$ cat config.mk
export PLATFORM = sky130hd
export DESIGN_NAME = iosl_top
export DESIGN_NICKNAME = d
export VERILOG_FILES = /design/src/rtl/iosl_pkg.sv /design/src/rtl/iosl_seg_table.sv /design/src/rtl/iosl_pte_calc.sv /design/src/rtl/iosl_resolve.sv /design/src/rtl/iosl_top.sv
export SDC_FILE = /design/constraint.sdc
export NUM_CORES = 1
export LEC_CHECK = 0
export BUFFER_PORTS_ARGS = -buffer_cell sky130_fd_sc_hd__buf_4
export CAP_MARGIN = 20
export CELL_PAD_IN_SITES_DETAIL_PLACEMENT = 2
export CELL_PAD_IN_SITES_GLOBAL_PLACEMENT = 2
export CORE_MARGIN = 5
export CORE_UTILIZATION = 48
export DETAILED_ROUTE_END_ITERATION = 10
export PLACE_DENSITY_LB_ADDON = 0.15
export SYNTH_ARGS = -nofsm -noshare
export SYNTH_HDL_FRONTEND = slang
export SYNTH_HIERARCHICAL = 1
export SYNTH_SLANG_ARGS = --single-unit
$ cat constraint.sdc
create_clock -name clk -period 7.9 [get_ports clk]
set_input_delay 0.395 -clock clk [delete_from_list [all_inputs] [get_ports clk]]
set_output_delay 0.395 -clock clk [all_outputs]
set_load 0.01 [all_outputs]
$ cat src/rtl/iosl_pkg.sv
// Package iosl_pkg
// Shared descriptor field layout and page-size codes for the IO segment
// lookup block. The layout is fixed; address widths are module parameters.
package iosl_pkg;

    localparam int SD_VALID_BIT = 63;
    localparam int SD_BASE_LO   = 12;
    localparam int SD_CNT_LO    = 5;
    localparam int SD_CNT_HI    = 11;
    localparam int SD_CODE_LO   = 0;
    localparam int SD_CODE_HI   = 2;
    localparam int SD_CODE_W    = SD_CODE_HI - SD_CODE_LO + 1;

    // Smallest page shift (4 KB), used to size the page-number field
    localparam int MIN_PG_SHIFT = 12;
    // Bytes per page-table entry, as a shift
    localparam int PTE_SHIFT    = 3;

    typedef enum logic [SD_CODE_W-1:0] {
        PGSZ_4K  = 3'd1,
        PGSZ_64K = 3'd3,
        PGSZ_1M  = 3'd5,
        PGSZ_16M = 3'd7
    } pgsz_e;

endpackage

$ cat src/rtl/iosl_seg_table.sv
// Module iosl_seg_table
// Register file of segment descriptors with one indexed write port and one
// combinational read port. A write lands at the clock edge, so a read in the
// same cycle returns the old value. Assumes rst_n is synchronous, active low.
module iosl_seg_table #(
    parameter int SEG_BITS = 4,
    parameter int ENT_W    = 64
) (
    input  logic                clk,
    input  logic                rst_n,
    input  logic                wr_en,
    input  logic [SEG_BITS-1:0] wr_idx,
    input  logic [ENT_W-1:0]    wr_data,
    input  logic [SEG_BITS-1:0] rd_idx,
    output logic [ENT_W-1:0]    rd_data
);
    localparam int NUM_SEG = 1 << SEG_BITS;

    logic [ENT_W-1:0] ent_q [NUM_SEG];

    for (genvar g = 0; g < NUM_SEG; g++) begin : g_ent
        // Hold one descriptor; cleared (invalid) on reset, loaded on a matching write
        always_ff @(posedge clk) begin
            if (!rst_n) begin
                ent_q[g] <= '0;
            end else if (wr_en && (wr_idx == SEG_BITS'(g))) begin
                ent_q[g] <= wr_data;
            end
        end
    end

    // Select the descriptor addressed by the lookup
    always_comb begin
        rd_data = ent_q[rd_idx];
    end

endmodule

$ cat src/rtl/iosl_pte_calc.sv
// Module iosl_pte_calc
// Purely combinational: decodes a descriptor's page-size code, forms the page
// number from the in-segment address bits and adds the scaled table offset to
// the page-table base. Flags an invalid descriptor or an illegal size code.
// Assumes PA_W - 12 base bits fit in the descriptor above bit 12.
module iosl_pte_calc
    import iosl_pkg::*;
#(
    parameter int IO_AW    = 32,
    parameter int SEG_BITS = 4,
    parameter int PA_W     = 48,
    parameter int ENT_W    = 64
) (
    input  logic [ENT_W-1:0] desc,
    input  logic [IO_AW-1:0] io_addr,
    output logic [PA_W-1:0]  pte_addr,
    output logic             seg_miss,
    output logic             bad_size
);
    localparam int OFF_W   = IO_AW - SEG_BITS;          // in-segment address bits
    localparam int IDX_W   = OFF_W - MIN_PG_SHIFT;      // widest page number
    localparam int TOFF_W  = IDX_W + PTE_SHIFT;         // table offset width
    localparam int BASE_W  = PA_W - SD_BASE_LO;
    localparam int SHAMT_W = $clog2(OFF_W + 1);

    logic [OFF_W-1:0]         seg_off;
    logic [SD_CODE_W-1:0]     code;
    logic [SHAMT_W-1:0]       shamt;
    logic                     code_ok;
    logic [OFF_W-1:0]         page_num;
    logic [TOFF_W-1:0]        tbl_off;
    logic [PA_W-1:0]          base;

    // Pull the fields used by the lookup out of the descriptor
    always_comb begin
        seg_off  = io_addr[OFF_W-1:0];
        code     = desc[SD_CODE_HI:SD_CODE_LO];
        base     = {desc[SD_BASE_LO+BASE_W-1:SD_BASE_LO], {SD_BASE_LO{1'b0}}};
        seg_miss = !desc[SD_VALID_BIT];
    end

    // Decode the size code into a page shift of 10 + 2*code
    always_comb begin
        code_ok = 1'b1;
        unique case (code)
            PGSZ_4K:  shamt = SHAMT_W'(10 + 2 * 1);
            PGSZ_64K: shamt = SHAMT_W'(10 + 2 * 3);
            PGSZ_1M:  shamt = SHAMT_W'(10 + 2 * 5);
            PGSZ_16M: shamt = SHAMT_W'(10 + 2 * 7);
            default: begin
                shamt   = SHAMT_W'(MIN_PG_SHIFT);
                code_ok = 1'b0;
            end
        endcase
        bad_size = !code_ok;
    end

    // Page number scaled to an 8-byte-granular offset inside the table
    always_comb begin
        page_num = seg_off >> shamt;
        tbl_off  = {page_num[IDX_W-1:0], {PTE_SHIFT{1'b0}}};
        pte_addr = base + PA_W'(tbl_off);
    end

endmodule

$ cat src/rtl/iosl_resolve.sv
// Module iosl_resolve
// Combinational result selection: bypass when translation is off, fault
// (address forced to zero) on a miss or illegal size, otherwise the computed
// entry address. Assumes PA_W >= IO_AW.
module iosl_resolve #(
    parameter int IO_AW = 32,
    parameter int PA_W  = 48
) (
    input  logic             en,
    input  logic [IO_AW-1:0] io_addr,
    input  logic [PA_W-1:0]  pte_addr,
    input  logic             seg_miss,
    input  logic             bad_size,
    output logic             ok,
    output logic             fault,
    output logic [PA_W-1:0]  addr
);
    // Choose between bypass, fault and translated address
    always_comb begin
        if (!en) begin
            ok    = 1'b1;
            fault = 1'b0;
            addr  = PA_W'(io_addr);
        end else if (seg_miss || bad_size) begin
            ok    = 1'b0;
            fault = 1'b1;
            addr  = '0;
        end else begin
            ok    = 1'b1;
            fault = 1'b0;
            addr  = pte_addr;
        end
    end

endmodule

$ cat src/rtl/iosl_top.sv
// Module iosl_top
// IO segment lookup and page-table-entry address generator. A lookup request
// reads the descriptor chosen by the top address bits, computes the entry
// address and registers the outcome; the result appears one cycle later.
// Assumes a synchronous active-low reset and PA_W >= IO_AW.
module iosl_top #(
    parameter int IO_AW    = 32,
    parameter int SEG_BITS = 4,
    parameter int PA_W     = 48,
    parameter int ENT_W    = 64
) (
    input  logic                clk,
    input  logic                rst_n,
    input  logic                xlat_en,
    input  logic                seg_wr_en,
    input  logic [SEG_BITS-1:0] seg_wr_idx,
    input  logic [ENT_W-1:0]    seg_wr_data,
    input  logic                lk_req,
    input  logic [IO_AW-1:0]    lk_addr,
    output logic                res_done,
    output logic                res_valid,
    output logic                res_fault,
    output logic [PA_W-1:0]     res_addr
);
    logic [SEG_BITS-1:0] sel_idx;
    logic [ENT_W-1:0]    sel_desc;
    logic [PA_W-1:0]     calc_addr;
    logic                calc_miss;
    logic                calc_bad;
    logic                nxt_ok;
    logic                nxt_fault;
    logic [PA_W-1:0]     nxt_addr;

    // Segment index comes from the top address bits
    always_comb begin
        sel_idx = lk_addr[IO_AW-1 -: SEG_BITS];
    end

    iosl_seg_table #(
        .SEG_BITS (SEG_BITS),
        .ENT_W    (ENT_W)
    ) u_tab (
        .clk     (clk),
        .rst_n   (rst_n),
        .wr_en   (seg_wr_en),
        .wr_idx  (seg_wr_idx),
        .wr_data (seg_wr_data),
        .rd_idx  (sel_idx),
        .rd_data (sel_desc)
    );

    iosl_pte_calc #(
        .IO_AW    (IO_AW),
        .SEG_BITS (SEG_BITS),
        .PA_W     (PA_W),
        .ENT_W    (ENT_W)
    ) u_calc (
        .desc     (sel_desc),
        .io_addr  (lk_addr),
        .pte_addr (calc_addr),
        .seg_miss (calc_miss),
        .bad_size (calc_bad)
    );

    iosl_resolve #(
        .IO_AW (IO_AW),
        .PA_W  (PA_W)
    ) u_res (
        .en       (xlat_en),
        .io_addr  (lk_addr),
        .pte_addr (calc_addr),
        .seg_miss (calc_miss),
        .bad_size (calc_bad),
        .ok       (nxt_ok),
        .fault    (nxt_fault),
        .addr     (nxt_addr)
    );

    // Register the lookup outcome; outputs are quiet when no request was made
    always_ff @(posedge clk) begin
        if (!rst_n) begin
            res_done  <= 1'b0;
            res_valid <= 1'b0;
            res_fault <= 1'b0;
            res_addr  <= '0;
        end else begin
            res_done  <= lk_req;
            res_valid <= lk_req && nxt_ok;
            res_fault <= lk_req && nxt_fault;
            res_addr  <= lk_req ? nxt_addr : '0;
        end
    end

endmodule

==> metrics, run 1 <==
vias=20000; Rows=95; final hold vios=0; post-route cell area=36400 sq um; Final Skew=26.6 ps; TritonCTS clock tree=done; CTS buffer count=77; power density cells=236 nW/um^2; core area=67300 sq um; CP Launch Point=lk_addr[28]; io pins=156; reg2reg start=u_tab/ent_q[11][1]$_SDFFCE_PN0P_; P&R area growth vs syn=11.6%; share of layout cells above drive strength 1=24.0%; total grt overflow=0; Worst Path Buf+Inv=1; Worst Setup Start Kind=input pin; crit share post-route=62.8%; CP max stage delay=700 ps; Initial Util=48.4%; critical path depth=15; Area after DPL=34000 sq um; YS warnings=6; placed instance count=3055; critical path endpoint=res_addr[30]$_SDFF_PN0_; Wirelength per Cell=34.3 um; beginning of the worst hold path=seg_wr_data[26]; MaxCap Viol Count=0; Top delay family on crit path=compound AO/OA/AOI/OAI gates; DRC Markers=0; initial antenna violation count=3; reg2reg path depth=14; clk slew on worst S/H paths=60 ps; setup bufs post-CTS=0; maximum clock path buffer count=3; cell area after synthesis=32600 sq um; Avg Inst Size Synth=14.5 sq um; hold slack=161 ps; crit path capture type=register; Mapped Cells=2240; R2R setup slack=3000 ps; fmax=202 MHz; status=completed; global-route wire length before repair=158000 um; die width=271 um; die area=73200 sq um; post-DP HPWL=63700 um; clk root buf=clkbuf_16; placer congestion estimate=0.789; Worst Max-Slew Pin Slew=1200 ps; TritonRoute pass-1 iters=5; CTS Sinks=691; worst setup path class=input pin to register; Finished Layout Cells=3196; Critical Path RT=8400 ps; most frequent CP cell=nand2_1; DR iter-0 viols=1896; Detail Route Antenna Nets=0; hold crit path type=input pin to register; final wirelength=110000 um; static leakage=0.0131 uW; Worst R2R End=res_addr[30]$_SDFF_PN0_; Slew Limit Fails=0; Slowest-stage cell, CP=o21ai_1; Final Setup Violations=0; Hold Buf Count CTS=0; RSZ-0062 raised after global routing=no; setup_tns=0 ps; minimum clock period=4960 ps; crit path DAT=5470 ps; total track usage=29.5%; Slew Limit Headroom=19.8%; worst-path fanout max=55; Resize count post-CTS=0; clk_lat worst skew=630 ps; largest net degree at the start of global routing=83; fillcell total=6028; vias per cell=6.24; number of global-route vias before repair=22200; Nets=2374; Worst VDD drop=0.205 mV; IO buf count=131; H-tree level count=3; Die Ht=271 um; worst path cell trace=buf_8 -> mux4_2 -> a22oi_1 -> nand2_1 -> o21ai_1 -> o21ai_0 -> ha_1 -> fa_1 -> a211oi_2 -> o211ai_2 -> nand4_1 -> xnor2_1 -> nand2_1 -> o22ai_2 -> and3_2
[routing by layer]
metal	share of wire, %	global-route usage [%]	wire, um
met5	0.0073	0	8
met4	3.4	9.66	3710
met2	49	49.6	53800
met3	8.1	6.49	8900
met1	39	38.6	43200
[cells in the final DEF (no fill, tap or decap), drive strengths merged, types with 39 or more instances in the layout]
cell and count:
o22ai 39, a22oi 84, mux4 160, and2 648, edfxtp 640, inv 43, and3 71, clkbuf 102
buf 174, dfxtp 51, nand2 90
[where the power goes]
group,switching [uW],internal [uW]
combinational,585,321
sequential,78.2,4210
clock,1480,1930
total,2140,6450
[how the worst min path moves through the flow]
stage / to / cells past startpoint / slack (ps)
global placement: u_tab/ent_q[14][63]$_SDFFCE_PN0P_ / 2 / 780
global route: u_tab/ent_q[6][26]$_SDFFCE_PN0P_ / 2 / 160
detailed placement: res_addr[5] / 1 / 790
CTS: u_tab/ent_q[8][26]$_SDFFCE_PN0P_ / 2 / 130
floorplan: res_valid$_SDFF_PN0_ / 1 / 570
finish: u_tab/ent_q[8][26]$_SDFFCE_PN0P_ / 2 / 160
[flip-flops by register name, indices dropped and copies added, names as in the netlist]
signal,cells
res_addr,48
res_done,1
res_fault,1
res_valid,1
u_tab/ent_q,640
[worst register-to-register path, cell delays in order (launching register included)]
cell	delay [ps]
edfxtp_1	370
mux4_2	490
a22oi_1	250
nand2_1	510
o21ai_1	710
o21ai_0	250
ha_1	290
fa_1	460
a211oi_2	310
o211ai_2	350
nand4_1	280
xnor2_1	90
nand2_1	90
o22ai_2	70
and3_2	250
[metrics by stage]
| step | worst slack [ps] | power, uW | util (%) |
|---|---|---|---|
| after floorplan | 3620 | 4890 | - |
| after global placement | 2680 | 5170 | 50.6 |
| after detailed placement | 2400 | 5250 | 50.6 |
| after CTS | 3000 | 8650 | 54.0 |
| after global routing | 2670 | 8890 | 54.0 |
| final | 2940 | 8590 | 54.1 |
[layout make-up]
class                           instances  area, sq um  share of cell area, %
Inverter                               40          150                  0.413
Antenna cell                            3         7.51                 0.0206
Tap cell                              873         1090                   3.00
Clock buffer                          102         2090                   5.76
Timing Repair Buffer                  174         1320                   3.62
Multi-Input combinational cell       1277        11200                   30.9
Clock inverter                         36          228                  0.626
Sequential cell                       691        20200                   55.7
Power figures use the tool's default switching activity.
==> run 2, diff against run 1 <==
--- a/config.mk
+++ b/config.mk
@@ -10,7 +10,7 @@
 export CELL_PAD_IN_SITES_DETAIL_PLACEMENT = 2
 export CELL_PAD_IN_SITES_GLOBAL_PLACEMENT = 2
 export CORE_MARGIN = 5
-export CORE_UTILIZATION = 48
+export CORE_UTILIZATION = 43
 export DETAILED_ROUTE_END_ITERATION = 10
 export PLACE_DENSITY_LB_ADDON = 0.15
 export SYNTH_ARGS = -nofsm -noshare
==> constraint.sdc (replaced) <==
create_clock -name clk -period 4.05 [get_ports clk]
set_input_delay 0.2025 -clock clk [delete_from_list [all_inputs] [get_ports clk]]
set_output_delay 0.2025 -clock clk [all_outputs]
set_load 0.01 [all_outputs]
==> run 2 against run 1 <==
Effect of this change: clock-buffer cell count decreased by 1; cell area increased by 3.2%; hold slack got worse by 130 ps; clock power increased by 100%; register-to-register slack got worse by 2700 ps; sequential power increased by 94%; first-iteration DRC count decreased by 19%; die area increased by 11%; via count decreased by 0.80%; critical endpoint is now res_addr[28]$_SDFF_PN0_; highest routed layer is now met4.
==> metrics, run 2 (synthesis gave the netlist of run 1 again) <==
Final Skew=28.9 ps (+2.33 ps); initial antenna violation count=2 (-1); TritonCTS clock tree=done; die width=285 um (+5.4%); share of layout cells above drive strength 1=25.2% (+1.3 points); TritonRoute pass-1 iters=5 (unchanged); worst-path fanout max=11 (-80%); hold crit path type=input pin to register; fmax=264 MHz; max FFs per register=640 (unchanged); cell-internal power=12800 uW (+99%); most frequent cells in the layout=647 x and2_1, 640 x edfxtp_1, 205 x buf_4; placer congestion estimate=0.809 (+2.5%); DRC Markers=0 (unchanged); Final Setup Violations=0 (unchanged); Initial Util=43.1% (-5.3 points); status=completed; global-route wire length before repair=156000 um (-1.6%); Critical Path RT=4560 ps (-3840 ps); MaxCap Viol Count=0 (unchanged); final wirelength=107000 um (-2.6%); H-tree level count=3 (unchanged); Worst Max-Slew Pin Slew=1060 ps (-142 ps); P&R area growth vs syn=15.2%; core area=75600 sq um (+12%); total grt overflow=0 (unchanged); crit share post-route=93.7%; CTS Sinks=691 (unchanged); DR iter-0 viols=1528 (-19%); final hold vios=0 (unchanged); switching fraction of total power=25.1% (+0.16 points); die area=81400 sq um (+11%); Final Core Density=49.7% (-4.4 points); Wirelength per Cell=31.5 um (-8.3%); Clock Power Share=40.2% (+0.6 points); largest net degree at the start of global routing=83 (unchanged); top flop regs=u_tab/ent_q: 640 flops, res_addr: 48 flops; minimum clock period=3790 ps; Pwr Total=17100 uW (+99%); total track usage=26.1% (-3.5 points); crit path DAT=4300 ps (-1170 ps); power share of the sequential group=48.7% (-1.2 points); Nets=2465 (+3.8%); clk root buf=clkbuf_16; IO buf count=131 (unchanged); most common cell after layout, fill and taps aside=and2_1; Die Ht=285 um (+5.4%); Psw=4290 uW (+100%); vias per cell=5.83 (-6.6%); CTS buffer count=79 (+2.6%); post-DP HPWL=66500 um (+4.5%); register with the most flip-flops=u_tab/ent_q; static leakage=0.0136 uW (+3.9%); io pins=156 (unchanged); Rows=101 (+6.3%); worst setup path class=register to register; clk_lat worst skew=640 ps (about the same); maximum clock path buffer count=3 (unchanged); RSZ-0062 raised after global routing=no; Slew Limit Headroom=29.4% (+9.6 points); Slew Limit Fails=0 (unchanged); crit path capture type=register; power density cells=456 nW/um^2 (+93%); Worst Setup Start Kind=register; vias=19800 (-0.80%); Worst VDD drop=0.278 mV (+36%); combinational fraction of design power=11.1% (+0.6 points); number of global-route vias before repair=22500 (+1.5%); Detail Route Antenna Nets=0 (unchanged); clk slew on worst S/H paths=60 ps (about the same)
==> run 2: cell types whose count changed in the layout (fill, tap and decap cells not counted), sizes merged <==
cell         before  now
clkbuf          102  101
dlygate4sd3       0   44
bufinv            2    4
clkinv           31   32
buf             174  219
inv              43   46
diode             3    1
==> run 2: final timing paths <==
kind,end,slack (ps),start,cells after the start
setup reg to reg,res_addr[28]$_SDFF_PN0_,260,u_tab/ent_q[2][1]$_SDFFCE_PN0P_,15
hold reg to reg,res_addr[43]$_SDFF_PN0_,1220,u_tab/ent_q[8][43]$_SDFFCE_PN0P_,6
setup / recovery,res_addr[28]$_SDFF_PN0_,260,u_tab/ent_q[2][1]$_SDFFCE_PN0P_,15
hold / removal,res_addr[6]$_SDFF_PN0_,30,lk_addr[6],4
==> run 2: final cells by class <==
cell class | instances | area (sq um)
antenna | 1 | 2.50
inverter | 40 | 150
sequential | 691 | 20200
tap | 978 | 1220
clock inverter | 42 | 354
fill | 7059 | 38000
multi-input combinational | 1277 | 11200
clock buffer | 101 | 2070
timing repair buffer | 263 | 2250
==> run 2: power by group through the flow <==
stage | sequential [uW] | combinational [uW] | clock (uW)
3_3_place_gp | 8420 | 1800 | 0
6_report | 8330 | 1900 | 6890
2_1_floorplan | 8450 | 1080 | 0
5_1_grt | 8360 | 2010 | 7340
4_1_cts | 8330 | 1900 | 7020
3_5_place_dp | 8480 | 1850 | 0
==> run 2: per-stage QoR <==
step	setup WS, ps	hold slack, ps	cell area (sq um)	std cells	TNS (ps)
after floorplan	-35.0	376	32600	2242	-6210
after global placement	93.5	591	34700	3205	0
after detailed placement	-26.3	599	34700	3205	-131
after CTS	134	0.875	37500	3392	0
after global routing	33.1	16.5	37500	3393	0
final	256	35.0	37500	3393	0
==> run 2: per-layer routing <==
layer	vias to the layer above	share of wire (%)	track usage [%]
met2	607	51	46.6
met1	10600	40	32.7
li1	8377	-	-
met3	165	5.8	4.92
met4	0	2.7	6.98
met5	-	0	0
==> run 2: repair_timing <==
action,4_1_cts,5_1_grt
endpoints found under the hold margin,570,0
resized for setup,0,1
setup buffers,0,0
endpoints found under the setup margin,0,5
hold buffers,44,0
==> run 2: critical path: stages, from the launching register on <==
cell,delay (ps)
edfxtp_1,390
mux4_2,500
a22oi_1,260
nand2_1,160
o21ai_1,310
buf_4,190
and2_1,140
ha_1,170
buf_4,140
o2111a_1,230
and2b_1,440
nand4_1,180
xnor2_1,150
nand2_1,90
o22ai_2,70
and3_2,240
